### src/rtl/bor_pkg.sv
package bor_pkg;

  typedef enum logic [1:0] {
    ST_RUN   = 2'd0,
    ST_BROWN = 2'd1,
    ST_DELAY = 2'd2
  } bor_state_t;

  // Cycles in a delay given in milliseconds, with the clock in kHz.
  function automatic int ms_to_cyc(input int clk_khz, input int ms);
    return clk_khz * ms;
  endfunction

  // Cycles in a window given in microseconds, rounded up, never zero.
  function automatic int us_to_cyc(input int clk_khz, input int us);
    int c;
    c = (clk_khz * us + 999) / 1000;
    return (c < 1) ? 1 : c;
  endfunction

endpackage

### src/rtl/bor_sync.sv
module bor_sync #(
  parameter int STAGES = 2
) (
  input  logic clk,
  input  logic por_n,
  input  logic d_async,
  output logic q_sync
);
  logic [STAGES-1:0] chain;

  always_ff @(posedge clk or negedge por_n) begin
    if (!por_n) chain <= '0;
    else        chain <= {chain[STAGES-2:0], d_async};
  end

  assign q_sync = chain[STAGES-1];
endmodule

### src/rtl/bor_qual.sv
module bor_qual #(
  parameter int QUAL_CYC = 4
) (
  input  logic clk,
  input  logic por_n,
  input  logic arm,
  input  logic low_s,
  output logic hit
);
  localparam int QW = $clog2(QUAL_CYC + 1);
  localparam logic [QW-1:0] Q_LAST = QW'(QUAL_CYC - 1);

  logic [QW-1:0] qcnt;
  logic          counting;

  assign counting = arm && low_s;
  assign hit      = counting && (qcnt == Q_LAST);

  always_ff @(posedge clk or negedge por_n) begin
    if (!por_n)                 qcnt <= '0;
    else if (!counting || hit)  qcnt <= '0;
    else                        qcnt <= qcnt + 1'b1;
  end
endmodule

### src/rtl/bor_delay.sv
module bor_delay #(
  parameter int DELAY_CYC = 10
) (
  input  logic clk,
  input  logic por_n,
  input  logic run,
  output logic done
);
  localparam int DW = $clog2(DELAY_CYC + 1);
  localparam logic [DW-1:0] D_LAST = DW'(DELAY_CYC - 1);

  logic [DW-1:0] dcnt;

  assign done = run && (dcnt == D_LAST);

  always_ff @(posedge clk or negedge por_n) begin
    if (!por_n)            dcnt <= '0;
    else if (!run || done) dcnt <= '0;
    else                   dcnt <= dcnt + 1'b1;
  end
endmodule

### src/rtl/bor_sequencer.sv
module bor_sequencer
  import bor_pkg::*;
#(
  parameter int CLK_KHZ   = 1000,
  parameter int DELAY_MS  = 96,
  parameter int QUAL_US   = 50,
  parameter int DELAY_CYC = bor_pkg::ms_to_cyc(CLK_KHZ, DELAY_MS),
  parameter int QUAL_CYC  = bor_pkg::us_to_cyc(CLK_KHZ, QUAL_US)
) (
  input  logic clk,
  input  logic por_n,
  input  logic supply_low_a,
  input  logic bor_en,
  input  logic flag_clr,
  output logic rst_out,
  output logic bor_flag
);
  bor_state_t st, st_nxt;
  logic low_s;
  logic low_live;
  logic qual_hit;
  logic dly_run;
  logic dly_done;
  logic enter_brown;

  bor_sync #(.STAGES(2)) u_sync (
    .clk(clk), .por_n(por_n), .d_async(supply_low_a), .q_sync(low_s)
  );

  assign low_live = low_s && bor_en;

  bor_qual #(.QUAL_CYC(QUAL_CYC)) u_qual (
    .clk(clk), .por_n(por_n), .arm(st == ST_RUN), .low_s(low_live), .hit(qual_hit)
  );

  assign dly_run = (st == ST_DELAY) && !low_live;

  bor_delay #(.DELAY_CYC(DELAY_CYC)) u_delay (
    .clk(clk), .por_n(por_n), .run(dly_run), .done(dly_done)
  );

  always_comb begin
    st_nxt = st;
    unique case (st)
      ST_RUN:   if (qual_hit)       st_nxt = ST_BROWN;
      ST_BROWN: if (!low_live)      st_nxt = ST_DELAY;
      ST_DELAY: if (low_live)       st_nxt = ST_BROWN;
                else if (dly_done)  st_nxt = ST_RUN;
      default:                      st_nxt = ST_DELAY;
    endcase
  end

  assign enter_brown = (st_nxt == ST_BROWN) && (st != ST_BROWN);

  always_ff @(posedge clk or negedge por_n) begin
    if (!por_n) begin
      st       <= ST_DELAY;
      bor_flag <= 1'b0;
    end else begin
      st <= st_nxt;
      if (enter_brown)   bor_flag <= 1'b1;
      else if (flag_clr) bor_flag <= 1'b0;
    end
  end

  assign rst_out = (st != ST_RUN);
endmodule

### config.mk
export PLATFORM = sky130hd
export DESIGN_NAME = bor_sequencer
export DESIGN_NICKNAME = d
export VERILOG_FILES = /design/src/rtl/bor_pkg.sv /design/src/rtl/bor_sync.sv /design/src/rtl/bor_qual.sv /design/src/rtl/bor_delay.sv /design/src/rtl/bor_sequencer.sv
export SDC_FILE = /design/constraint.sdc
export NUM_CORES = 1
export LEC_CHECK = 0
export ABC_AREA = 1
export BUFFER_PORTS_ARGS = -buffer_cell sky130_fd_sc_hd__buf_2
export CAP_MARGIN = 20
export CORE_MARGIN = 1
export CORE_UTILIZATION = 59
export DETAILED_ROUTE_END_ITERATION = 8
export PLACE_DENSITY = 0.79
export RECOVER_POWER = 25
export SLEW_MARGIN = 25
export SYNTH_ARGS = -nofsm -noshare
export SYNTH_HDL_FRONTEND = slang
export SYNTH_SLANG_ARGS = --single-unit
export TNS_END_PERCENT = 10
### constraint.sdc
create_clock -name clk -period 1.85 [get_ports clk]
set_input_delay 0.4625 -clock clk [delete_from_list [all_inputs] [get_ports clk]]
set_output_delay 0.4625 -clock clk [all_outputs]
set_load 0.03 [all_outputs]
### After elaboration in Yosys (flattened, before gate mapping)

Index checks and enable logic that the tools add are counted.

* register bits after elaboration: 28
* logic and storage cells: 36
* input bits: 5
* output and inout bits: 2

* $add $sub $neg: 2
* eq/ne operators: 6
* multiplexer cells: 9
* reductions and logical operators: 14

Operator list (count)
* $add A17 B1 Y17 const B: 1
* $eq A17 B17 Y1 const B: 1
* $mux W17: 1
* $mux W2: 4
* $add A6 B1 Y6 const B: 1
* $eq A6 B6 Y1 const B: 1
* $logic_and A1 B1 Y1: 6
* $mux W6: 1
* $pmux W2 S3: 1
* $eq A2 B1 Y1 const B: 2
* $reduce_bool A2 Y1: 2
* $logic_not A1 Y1: 3
* $eq A2 B2 Y1 const B: 1
* $logic_not A2 Y1: 1
* $logic_or A1 B1 Y1: 2
* $mux W1: 2
* $ne A2 B1 Y1 const B: 1

### Depth between registers and ports, before layout

Gate-level depths: netlist of run 1.

* depth after elaboration: 10
* mapped depth: 9
* gate-level depth less buffers: 9

### Hierarchy

Synthesis of run 1 repeated with hierarchy kept, for this count alone.

* cell total of the unflattened synthesis: 188
* area total of the unflattened synthesis: 1486.4 um^2

By module, submodules not included
* bor_delay: sequential area each 425.4 um^2, cells an instance 126, instances 1, area an instance 939.7 um^2
* bor_qual: sequential area each 150.1 um^2, cells an instance 38, instances 1, area an instance 330.3 um^2
* bor_sequencer: sequential area each 76.3 um^2, cells an instance 22, instances 1, area an instance 166.4 um^2
* bor_sync: sequential area each 50.0 um^2, cells an instance 2, instances 1, area an instance 50.0 um^2

### Worst setup path after synthesis of run 1

Ideal clock, no wire load.

* path kind: flip-flop to flip-flop
* start point: register u_delay.dcnt[0]
* end point: register u_delay.dcnt[14]
* arrival time: 1294 ps
* path buffers: 1
* cell stages (with the launch flop): 10
* setup slack: 485 ps
* cell sequence: dfrtp_1 ha_1 nand2_1 nor2_4 nand2_2 inv_2 nand2_2 nand2_4 buf_6 nor2_1

* word-level cells in the longest chain between the ends: 4

Ends and longest elaborated chain
* from (decl): RTL line bor_delay.sv:12 `logic [DW-1:0] dcnt;`
* from (signal assigned): RTL line bor_delay.sv:19 `else dcnt <= dcnt + 1'b1;`
* branches (longest 3 deep; another with $add A17 B1 Y17)
* $mux W17 (*): RTL line bor_delay.sv:18 `else if (!run || done) dcnt <= '0;`

Every way passes the cells marked *.
A chain may end at the register's enable or synchronous reset.

### Final worst setup path of run 1

* start point: register st[1]
* end point: output port rst_out

* word-level cells in the longest chain between the ends: 1

Ends and longest elaborated chain
* from (decl): RTL line bor_sequencer.sv:18 `bor_state_t st, st_nxt;`
* from (signal assigned): RTL line bor_sequencer.sv:60 `st <= st_nxt;`
* $reduce_bool A2 Y1: RTL line bor_sequencer.sv:66 `assign rst_out = (st != ST_RUN);`
* to (decl): RTL line bor_sequencer.sv:15 `output logic rst_out,`

No other way between the ends.

==> results of run 1 <==
[metal layers]
| layer | track usage, % | part of all wire, % |
|---|---|---|
| met5 | 0 | 0 |
| met4 | 9.72 | 0.96 |
| met2 | 39.5 | 48 |
| met3 | 3.57 | 3.1 |
| met1 | 28.3 | 48 |
[where the power goes]
part	switching [uW]	internal, uW
sequential	3.32	617
combinational	18.1	5.68
clock	177	219
[kinds of logic (layout without fill, tap and decap cells)]
logic type | Yosys count | in the layout | synth area share [%]
buffers and inverters | 21 | 30 | 6.08
and+or+nand+nor | 110 | 110 | 33.2
adders and majority gates | 3 | 3 | 2.65
DFF | 28 | 28 | 49.5
AOI/OAI and AO/OA | 7 | 7 | 3.00
xor gates and xnor gates | 9 | 9 | 5.56
[sequential cells by signal, summed over array words and instances (netlist names)]
signal	flops
u_sync.chain	2
bor_flag	1
u_qual.qcnt	6
st	2
u_delay.dcnt	17
[worst max path at each step]
stage | to | slack (ns) | depth (start not counted)
floorplan | u_delay.dcnt[14] | 0.48 | 9
global placement | u_delay.dcnt[15] | 0.44 | 6
detailed placement | u_delay.dcnt[15] | 0.41 | 6
CTS | rst_out | 0.16 | 3
global route | rst_out | 0.12 | 3
finish | rst_out | 0.17 | 3
[cell type report]
class,instances,area [um^2],share of cell area [%]
Clock buffer,3,22.5,1.48
Clock inverter,1,30.0,1.97
Inverter,20,75.1,4.93
Multi-Input combinational cell,129,631,41.4
Sequential cell,28,702,46.1
Tap cell,28,35.0,2.30
Timing Repair Buffer,6,28.8,1.89
[critical path: cells and delay by family (launching register included)]
family	cells	cell delay (ns)
buf+inv	2	0.25
flops	1	0.57
simple gates	1	0.08
[stage by stage]
| step | area [um^2] | cells | hold WS (ns) | util (%) |
|---|---|---|---|---|
| floorplan | 1420 | 178 | 0.167 | - |
| detailed placement | 1470 | 211 | 0.360 | 65.9 |
| CTS | 1530 | 215 | 0.134 | 68.3 |
| global route | 1520 | 215 | 0.218 | 68.2 |
| global placement | 1470 | 211 | 0.354 | 65.9 |
| finish | 1520 | 215 | 0.238 | 68.2 |
[synth_stat cells (all sizes together)]
cell type  instances
nor2              44
xor2               4
nor3               1
nand2             47
o21ai              1
xnor2              5
dfrtp             27
nand3             10
o21bai             3
dfstp              1
nor3b              2
ha                 3
nand4              6
buf                1
inv               20
a21oi              3
==> results.sh, run 1 <==
export IMPL_cp_start_kind="flip-flop"
export IMPL_min_period_ns=1.68
export IMPL_worst_setup_path_type="reg -> out"
export IMPL_cts_root_buffer="clkbuf_4"
export IMPL_ys_seq_area_share_pct=49.5
export IMPL_grt_start_max_net_pins=29
export IMPL_cts_max_path_buffers=2
export IMPL_die_h_um=51.0
export IMPL_slew_headroom_pct=2.94
export IMPL_p_total_uw=1040
export IMPL_r2r_end="u_delay.dcnt[15]"
export IMPL_io_buffers=6
export IMPL_path_clk_slew_ns=0.15
export IMPL_holdPathEnd="u_sync.chain[0]"
export IMPL_dp_slack_ns=0.411
export IMPL_vias=1113
export IMPL_p_per_area_nw_per_um2=682
export IMPL_tightest_slew_ns=1.46
export IMPL_worst_ir_drop_vdd_v=0.000481
export IMPL_r2r_slack_ns=0.39
export IMPL_rsz0062_at_grt="no"
export IMPL_yosysTopAreaCell="dfrtp_1"
export IMPL_overflow=0
export IMPL_clock_sinks=28
export IMPL_hold_depth=1
export IMPL_pin_count=7
export IMPL_htreeDepth=1
export IMPL_wl_per_cell_um=12.1
export IMPL_fp_dieArea_um2=2610
export IMPL_n_fill_cell=182
export IMPL_area_growth_pct=7.41
export IMPL_synth_ff_latch_count=28
export IMPL_final_nets=196
export IMPL_drc=0
export IMPL_antenna_found_initial=0
export IMPL_slowest_delay_ns=0.57
export IMPL_fmax_mhz=594
export IMPL_syn_cell_area_um2=1420
export IMPL_die_w_um=51.0
export IMPL_synth_fp_nets=186
export IMPL_vias_per_cell=5.18
export IMPL_clk_latency_ns=0.32
export IMPL_finalMaxSlewViolations=0
export IMPL_arrival_ns=1.22
export IMPL_coreArea_um2=2230
export IMPL_diodes=0
export IMPL_hold_viol=0
export IMPL_routed_wl_um=2600
export IMPL_cp_max_fo=3
export IMPL_holdCritStartpoint="supply_low_a"
export IMPL_final_setup_tns_ns=0
export IMPL_synth_avg_cell_area_um2=7.97
export IMPL_path_cells="inv_1 -> nand2_1 -> buf_2"
export IMPL_synth_area_leaders="dfrtp_1, nand2_1, nor2_1"
export IMPL_p_leak_uw=0.000675
export IMPL_ctsResizeCount=0
export IMPL_synthDominantCellAreaShare_pct=47.6
export IMPL_synthCells=178
export IMPL_layout_commonest_cell="nand2_1"
export IMPL_grt_first_pass_wirelength_um=4400
export IMPL_drive_gt1_share_pct=9.09
export IMPL_gr_usage_all_layers_pct=22.9
export IMPL_critPathSlowestCell="dfstp_2"
export IMPL_final_cell_mix="nand2_1, nor2_1, dfrtp_1"
export IMPL_ant_nets=0
export IMPL_post_route_period_util_pct=90.9
export IMPL_finalWorstSetupSlack_ns=0.167
export IMPL_cts_made_buffers=3
export IMPL_start_util_pct=63.5
export IMPL_hold_path_class="in -> reg"
export IMPL_finClkSkew_ns=0.00300
export IMPL_place_gp_congestion=0.802
export IMPL_holdBufCountCts=0
export IMPL_crit_path_start="st[1]"
export IMPL_fp_row_count=17
export IMPL_ff2ff_path_depth=8
export IMPL_r2r_start="u_delay.dcnt[0]"
export IMPL_synth_warnings=0
export IMPL_crit_path_end_kind="output port"
export IMPL_maxCapViolCount=0
export IMPL_setup_viol=0
export IMPL_postCtsSetupBuffers=0
export IMPL_ys_types=21
export IMPL_crit_required_ns=1.39
export IMPL_drtIter0Drc=28
export IMPL_hpwl_um=1880
export IMPL_cts_tree="built"
export IMPL_dr_pass1_iters=4
export IMPL_outcome="complete, no violations"
export IMPL_grt_pass1_vias=1095
Power figures use the tool's default switching activity.
==> inputs of run 2 (changes only) <==
--- a/config.mk
+++ b/config.mk
@@ -8,7 +8,6 @@
 export ABC_AREA = 1
 export BUFFER_PORTS_ARGS = -buffer_cell sky130_fd_sc_hd__buf_2
 export CAP_MARGIN = 20
-export CORE_MARGIN = 1
 export CORE_UTILIZATION = 59
 export DETAILED_ROUTE_END_ITERATION = 8
 export PLACE_DENSITY = 0.79
==> constraint.sdc (replaced) <==
create_clock -name clk -period 1.7 [get_ports clk]
set_input_delay 0.425 -clock clk [delete_from_list [all_inputs] [get_ports clk]]
set_output_delay 0.425 -clock clk [all_outputs]
set_load 0.03 [all_outputs]
==> results.sh, run 2 (synthesized netlist as in run 1, its figures left out) <==
export IMPL_io_buffers=6
export IMPL_worst_ir_drop_vdd_v=0.000547
export IMPL_r2r_slack_ns=0.28
export IMPL_fmax_mhz=609
export IMPL_tightest_slew_ns=1.42
export IMPL_overflow=0
export IMPL_die_w_um=51.0
export IMPL_vias_per_cell=5.08
export IMPL_power_frac_comb_pct=2.2
export IMPL_fp_dieArea_um2=2610
export IMPL_swShare_pct=18.8
export IMPL_slew_headroom_pct=5.33
export IMPL_cp_start_kind="flip-flop"
export IMPL_grt_pass1_vias=997
export IMPL_crit_path_end_kind="output port"
export IMPL_clk_latency_ns=0.32
export IMPL_r2r_end="u_delay.dcnt[15]"
export IMPL_setup_viol=0
export IMPL_post_route_period_util_pct=96.6
export IMPL_postLayoutCellArea_um2=1530
export IMPL_top_regs="u_delay.dcnt x17, u_qual.qcnt x6"
export IMPL_routed_wl_um=2370
export IMPL_place_area_um2=1470
export IMPL_r2r_start="u_delay.dcnt[0]"
export IMPL_area_growth_pct=7.58
export IMPL_start_util_pct=63.5
export IMPL_vias=1093
export IMPL_arrival_ns=1.22
export IMPL_holdBufCountCts=0
export IMPL_p_clk_share_pct=37.9
export IMPL_cts_root_buffer="clkbuf_4"
export IMPL_crit_family="flip-flops"
export IMPL_crit_required_ns=1.27
export IMPL_p_int_uw=915
export IMPL_htreeDepth=1
export IMPL_rsz0062_at_grt="no"
export IMPL_hold_viol=0
export IMPL_final_nets=196
export IMPL_worst_setup_path_type="reg -> out"
export IMPL_die_h_um=51.0
export IMPL_switchingPower_uw=212
export IMPL_drc=0
export IMPL_place_gp_congestion=0.842
export IMPL_cts_max_path_buffers=2
export IMPL_ff2ff_path_depth=8
export IMPL_cp_max_fo=3
export IMPL_diodes=0
export IMPL_gr_usage_all_layers_pct=22.3
export IMPL_hpwl_um=1790
export IMPL_p_leak_uw=0.000674
export IMPL_path_clk_slew_ns=0.15
export IMPL_drive_gt1_share_pct=9.09
export IMPL_slowest_delay_ns=0.58
export IMPL_coreArea_um2=2230
export IMPL_critPathSlowestCell="dfstp_2"
export IMPL_p_total_uw=1130
export IMPL_holdPathEnd="u_sync.chain[0]"
export IMPL_min_period_ns=1.64
export IMPL_final_setup_tns_ns=0
export IMPL_clock_sinks=28
export IMPL_path_cells="inv_1 -> nand2_1 -> buf_4"
export IMPL_grt_first_pass_wirelength_um=4260
export IMPL_cts_tree="built"
export IMPL_layout_commonest_cell="nand2_1"
export IMPL_hold_path_class="in -> reg"
export IMPL_cp_num_buf_inv=2
export IMPL_largest_reg_flops=17
export IMPL_finalMaxSlewViolations=0
export IMPL_wl_per_cell_um=11.0
export IMPL_hold_ws_ns=0.197
export IMPL_dr_pass1_iters=4
export IMPL_finClkSkew_ns=0.00560
export IMPL_grt_start_max_net_pins=29
export IMPL_fp_row_count=17
export IMPL_pin_count=7
export IMPL_top_register="u_delay.dcnt"
export IMPL_seqPwrFrac_pct=59.8
export IMPL_hold_depth=1
export IMPL_final_cell_mix="nand2_1, nor2_1, dfrtp_1"
export IMPL_maxCapViolCount=0
export IMPL_outcome="complete, no violations"
export IMPL_drtIter0Drc=33
export IMPL_holdCritStartpoint="supply_low_a"
export IMPL_p_per_area_nw_per_um2=738
export IMPL_antenna_found_initial=0
export IMPL_post_route_util_pct=68.3
export IMPL_cts_made_buffers=3
export IMPL_ant_nets=0
run 2: cell count changes in the layout (fill, tap and decap cells not counted):
cell	before	now
buf_2	5	4
buf_4	0	1
run 2: how the worst max path moves through the flow:
stage	from	to	cells past startpoint
floorplan	u_delay.dcnt[0]	u_delay.dcnt[14]	9
global placement	u_delay.dcnt[0]	u_delay.dcnt[15]	8
detailed placement	u_delay.dcnt[0]	u_delay.dcnt[15]	8
CTS	st[1]	rst_out	3
global route	st[1]	rst_out	3
finish	st[1]	rst_out	3
run 2: final cells by class:
class                   instances  area [um^2]
well taps                      28         35.0
flip-flops and latches         28          702
inverters                      20         75.1
fillers                       181          707
multi-input cells             129          631
clock inverters                 1         30.0
clock buffers                   3         22.5
repair buffers                  6         31.3
run 2: metal layers:
layer | up-vias | GRT usage [%] | wire (um)
li1 | 570 | - | -
met1 | 500 | 31.5 | 1160
met2 | 19 | 34.6 | 1120
met3 | 4 | 3.87 | 60
met4 | 0 | 7.87 | 31
met5 | - | 0 | 0
run 2: power groups by stage:
stage | Combinational, uW | Sequential, uW | Clock [uW]
2_1_floorplan | 8.01 | 686 | 0
3_3_place_gp | 25.8 | 687 | 0
3_5_place_dp | 26.6 | 687 | 0
4_1_cts | 26.7 | 674 | 432
5_1_grt | 30.0 | 676 | 462
6_report | 25.0 | 674 | 427
run 2: stage by stage:
stage	instances	setup slack, ns
2_1_floorplan	178	0.335
3_3_place_gp	211	0.330
3_5_place_dp	211	0.288
4_1_cts	215	0.0348
5_1_grt	215	0.0138
6_report	215	0.0585
run 2: timing repair:
| action | in CTS | in global routing |
|---|---|---|
| hold endpoints to repair | 0 | 0 |
| buffers inserted | 0 | 0 |
| resized for setup | 0 | 2 |
| endpoints found under the setup margin | 0 | 1 |
==> inputs of run 3 (changes only) <==
--- a/config.mk
+++ b/config.mk
@@ -5,12 +5,12 @@
 export SDC_FILE = /design/constraint.sdc
 export NUM_CORES = 1
 export LEC_CHECK = 0
-export ABC_AREA = 1
 export BUFFER_PORTS_ARGS = -buffer_cell sky130_fd_sc_hd__buf_2
 export CAP_MARGIN = 20
-export CORE_UTILIZATION = 59
+export CORE_UTILIZATION = 58
 export DETAILED_ROUTE_END_ITERATION = 8
-export PLACE_DENSITY = 0.79
+export MAX_ROUTING_LAYER = met4
+export PLACE_DENSITY = 0.78
 export RECOVER_POWER = 25
 export SLEW_MARGIN = 25
 export SYNTH_ARGS = -nofsm -noshare
==> results.sh, run 3 <==
export IMPL_async_flop_share_pct=100
export IMPL_clock_sinks=28
export IMPL_grt_pass1_vias=914
export IMPL_ant_nets=0
export IMPL_holdBufCountCts=0
export IMPL_fp_row_count=17
export IMPL_synth_area_leaders="dfrtp_1, xor2_1, nor2_1"
export IMPL_grt_first_pass_wirelength_um=3810
export IMPL_finClkSkew_ns=0.0142
export IMPL_fp_dieArea_um2=2510
export IMPL_layout_commonest_cell="dfrtp_1"
export IMPL_drc=0
export IMPL_antenna_found_initial=0
export IMPL_pin_count=7
export IMPL_synthFlopType="dfrtp_1"
export IMPL_p_per_area_nw_per_um2=688
export IMPL_cts_root_buffer="clkbuf_4"
export IMPL_vias_per_cell=5.55
export IMPL_placedCellCount=160
export IMPL_multi_input_area_um2=591
export IMPL_start_util_pct=61.2
export IMPL_hold_ws_ns=0.193
export IMPL_n_fill_cell=181
export IMPL_hpwl_um=1690
export IMPL_syn_cell_area_um2=1340
export IMPL_clk_latency_ns=0.32
export IMPL_postLayoutCellArea_um2=1470
export IMPL_yosysTopAreaCell="dfrtp_1"
export IMPL_worst_ir_drop_vdd_v=0.000590
export IMPL_synth_ff_latch_count=28
export IMPL_drtIter0Drc=15
export IMPL_ys_types=28
export IMPL_min_period_ns=1.66
export IMPL_synth_warnings=0
export IMPL_worst_setup_path_type="reg -> out"
export IMPL_yosysMostFrequentCell="dfrtp_1"
export IMPL_wl_met1_um=984
export IMPL_arrival_ns=1.24
export IMPL_setup_viol=0
export IMPL_die_w_um=50.1
export IMPL_hold_viol=0
export IMPL_fmax_mhz=601
export IMPL_crit_path_end_kind="output port"
export IMPL_htreeDepth=1
export IMPL_synth_fp_nets=134
export IMPL_slew_headroom_pct=3.98
export IMPL_p_leak_uw=0.000638
export IMPL_dr_pass1_iters=4
export IMPL_fin_cells=166
export IMPL_path_clk_slew_ns=0.15
export IMPL_routed_wl_um=2270
export IMPL_hold_path_class="in -> reg"
export IMPL_top_layer="met4"
export IMPL_place_gp_congestion=0.838
export IMPL_gr_usage_all_layers_pct=21.2
export IMPL_top_regs="u_delay.dcnt x17, u_qual.qcnt x6"
export IMPL_synthDominantCellAreaShare_pct=50.4
export IMPL_cts_tree="built"
export IMPL_final_nets=147
export IMPL_die_h_um=50.1
export IMPL_synthTopCellsByCount="dfrtp_1, nor2_1, xor2_1"
export IMPL_maxCapViolCount=0
export IMPL_cts_made_buffers=3
export IMPL_drive_gt1_share_pct=19.6
export IMPL_top_register="u_delay.dcnt"
export IMPL_crit_required_ns=1.27
export IMPL_cts_max_path_buffers=2
export IMPL_place_area_um2=1410
export IMPL_area_growth_pct=9.43
export IMPL_largest_reg_flops=17
export IMPL_final_seq_area_um2=702
export IMPL_finalMaxSlewViolations=0
export IMPL_overflow=0
export IMPL_cp_max_fo=4
export IMPL_synthCells=126
export IMPL_tightest_slew_ns=1.44
export IMPL_synth_avg_cell_area_um2=10.6
export IMPL_post_route_period_util_pct=97.8
export IMPL_outcome="complete, no violations"
export IMPL_grt_start_max_net_pins=29
export IMPL_diodes=0
export IMPL_cp_start_kind="flip-flop"
export IMPL_synth_edff_count=0
export IMPL_final_cell_mix="dfrtp_1, nor2_1, xor2_1"
export IMPL_wl_met2_um=1220
export IMPL_wl_per_cell_um=13.7
export IMPL_met3WireLength_um=47
export IMPL_vias=922
export IMPL_ys_seq_area_share_pct=52.4
export IMPL_io_buffers=6
export IMPL_coreArea_um2=2190
==> run 3: power breakdown <==
part           internal [uW]  total [uW]  switching, uW  leakage, uW
clock network            131         311            180    0.0000210
logic                   5.98        23.9           18.0     0.000235
registers                671         674           2.93     0.000382
total                    808        1010            201     0.000638
==> run 3: critical path: stages, from the launching register on <==
cell	delay (ns)
dfrtp_1	0.43
or2_2	0.31
buf_4	0.17
==> run 3: through the flow <==
| step | worst slack [ns] | TNS, ns | total power [uW] | util, % |
|---|---|---|---|---|
| floorplan | 0.0127 | 0 | 693 | - |
| global placement | 0.148 | 0 | 711 | 64.5 |
| detailed placement | 0.124 | 0 | 712 | 64.5 |
| CTS | 0.00471 | 0 | 1030 | 66.2 |
| global route | -0.000973 | -0.000973 | 1050 | 66.9 |
| finish | 0.0368 | 0 | 1010 | 66.9 |
==> run 3: logic make-up after synthesis <==
group	Yosys count	share of synthesized area (%)
and+or+nand+nor	62	24.8
DFF	28	52.4
xor gates and xnor gates	19	12.4
buffers and inverters	9	3.73
AOI/OAI and AO/OA	5	3.83
adders and majority gates	3	2.80
==> run 3: area by class of cell <==
cell class / count / share of cell area (%)
clock buffers: 4 / 2.47
inverters: 3 / 0.768
multi-input cells: 89 / 40.3
flip-flops and latches: 28 / 47.9
well taps: 28 / 2.39
repair buffers: 14 / 6.23
==> run 3: path summary, 6_finish.rpt <==
kind / start / endpoint / slack, ns / depth (start not counted)
setup / recovery: st[0] / rst_out / 0.04 / 2
hold / removal: supply_low_a / u_sync.chain[0] / 0.19 / 1
setup reg to reg: u_delay.dcnt[15] / u_delay.dcnt[4] / 0.09 / 4
hold reg to reg: u_sync.chain[0] / u_sync.chain[1] / 0.37 / 0
max in group asynchronous: por_n / u_delay.dcnt[3] / 0.44 / 1
min in group asynchronous: por_n / u_delay.dcnt[7] / 0.41 / 1
==> run 3: metal layers <==
layer | track usage, % | up-vias
met3 | 1.85 | 2
met1 | 24.5 | 457
met5 | - | -
met4 | 9.52 | 0
li1 | - | 450
met2 | 37.1 | 13
==> run 3: timing repair <==
item / in CTS / in global routing
setup endpoints to repair: 0 / 1
gates resized for setup: 0 / 2
setup buffers: 0 / 2
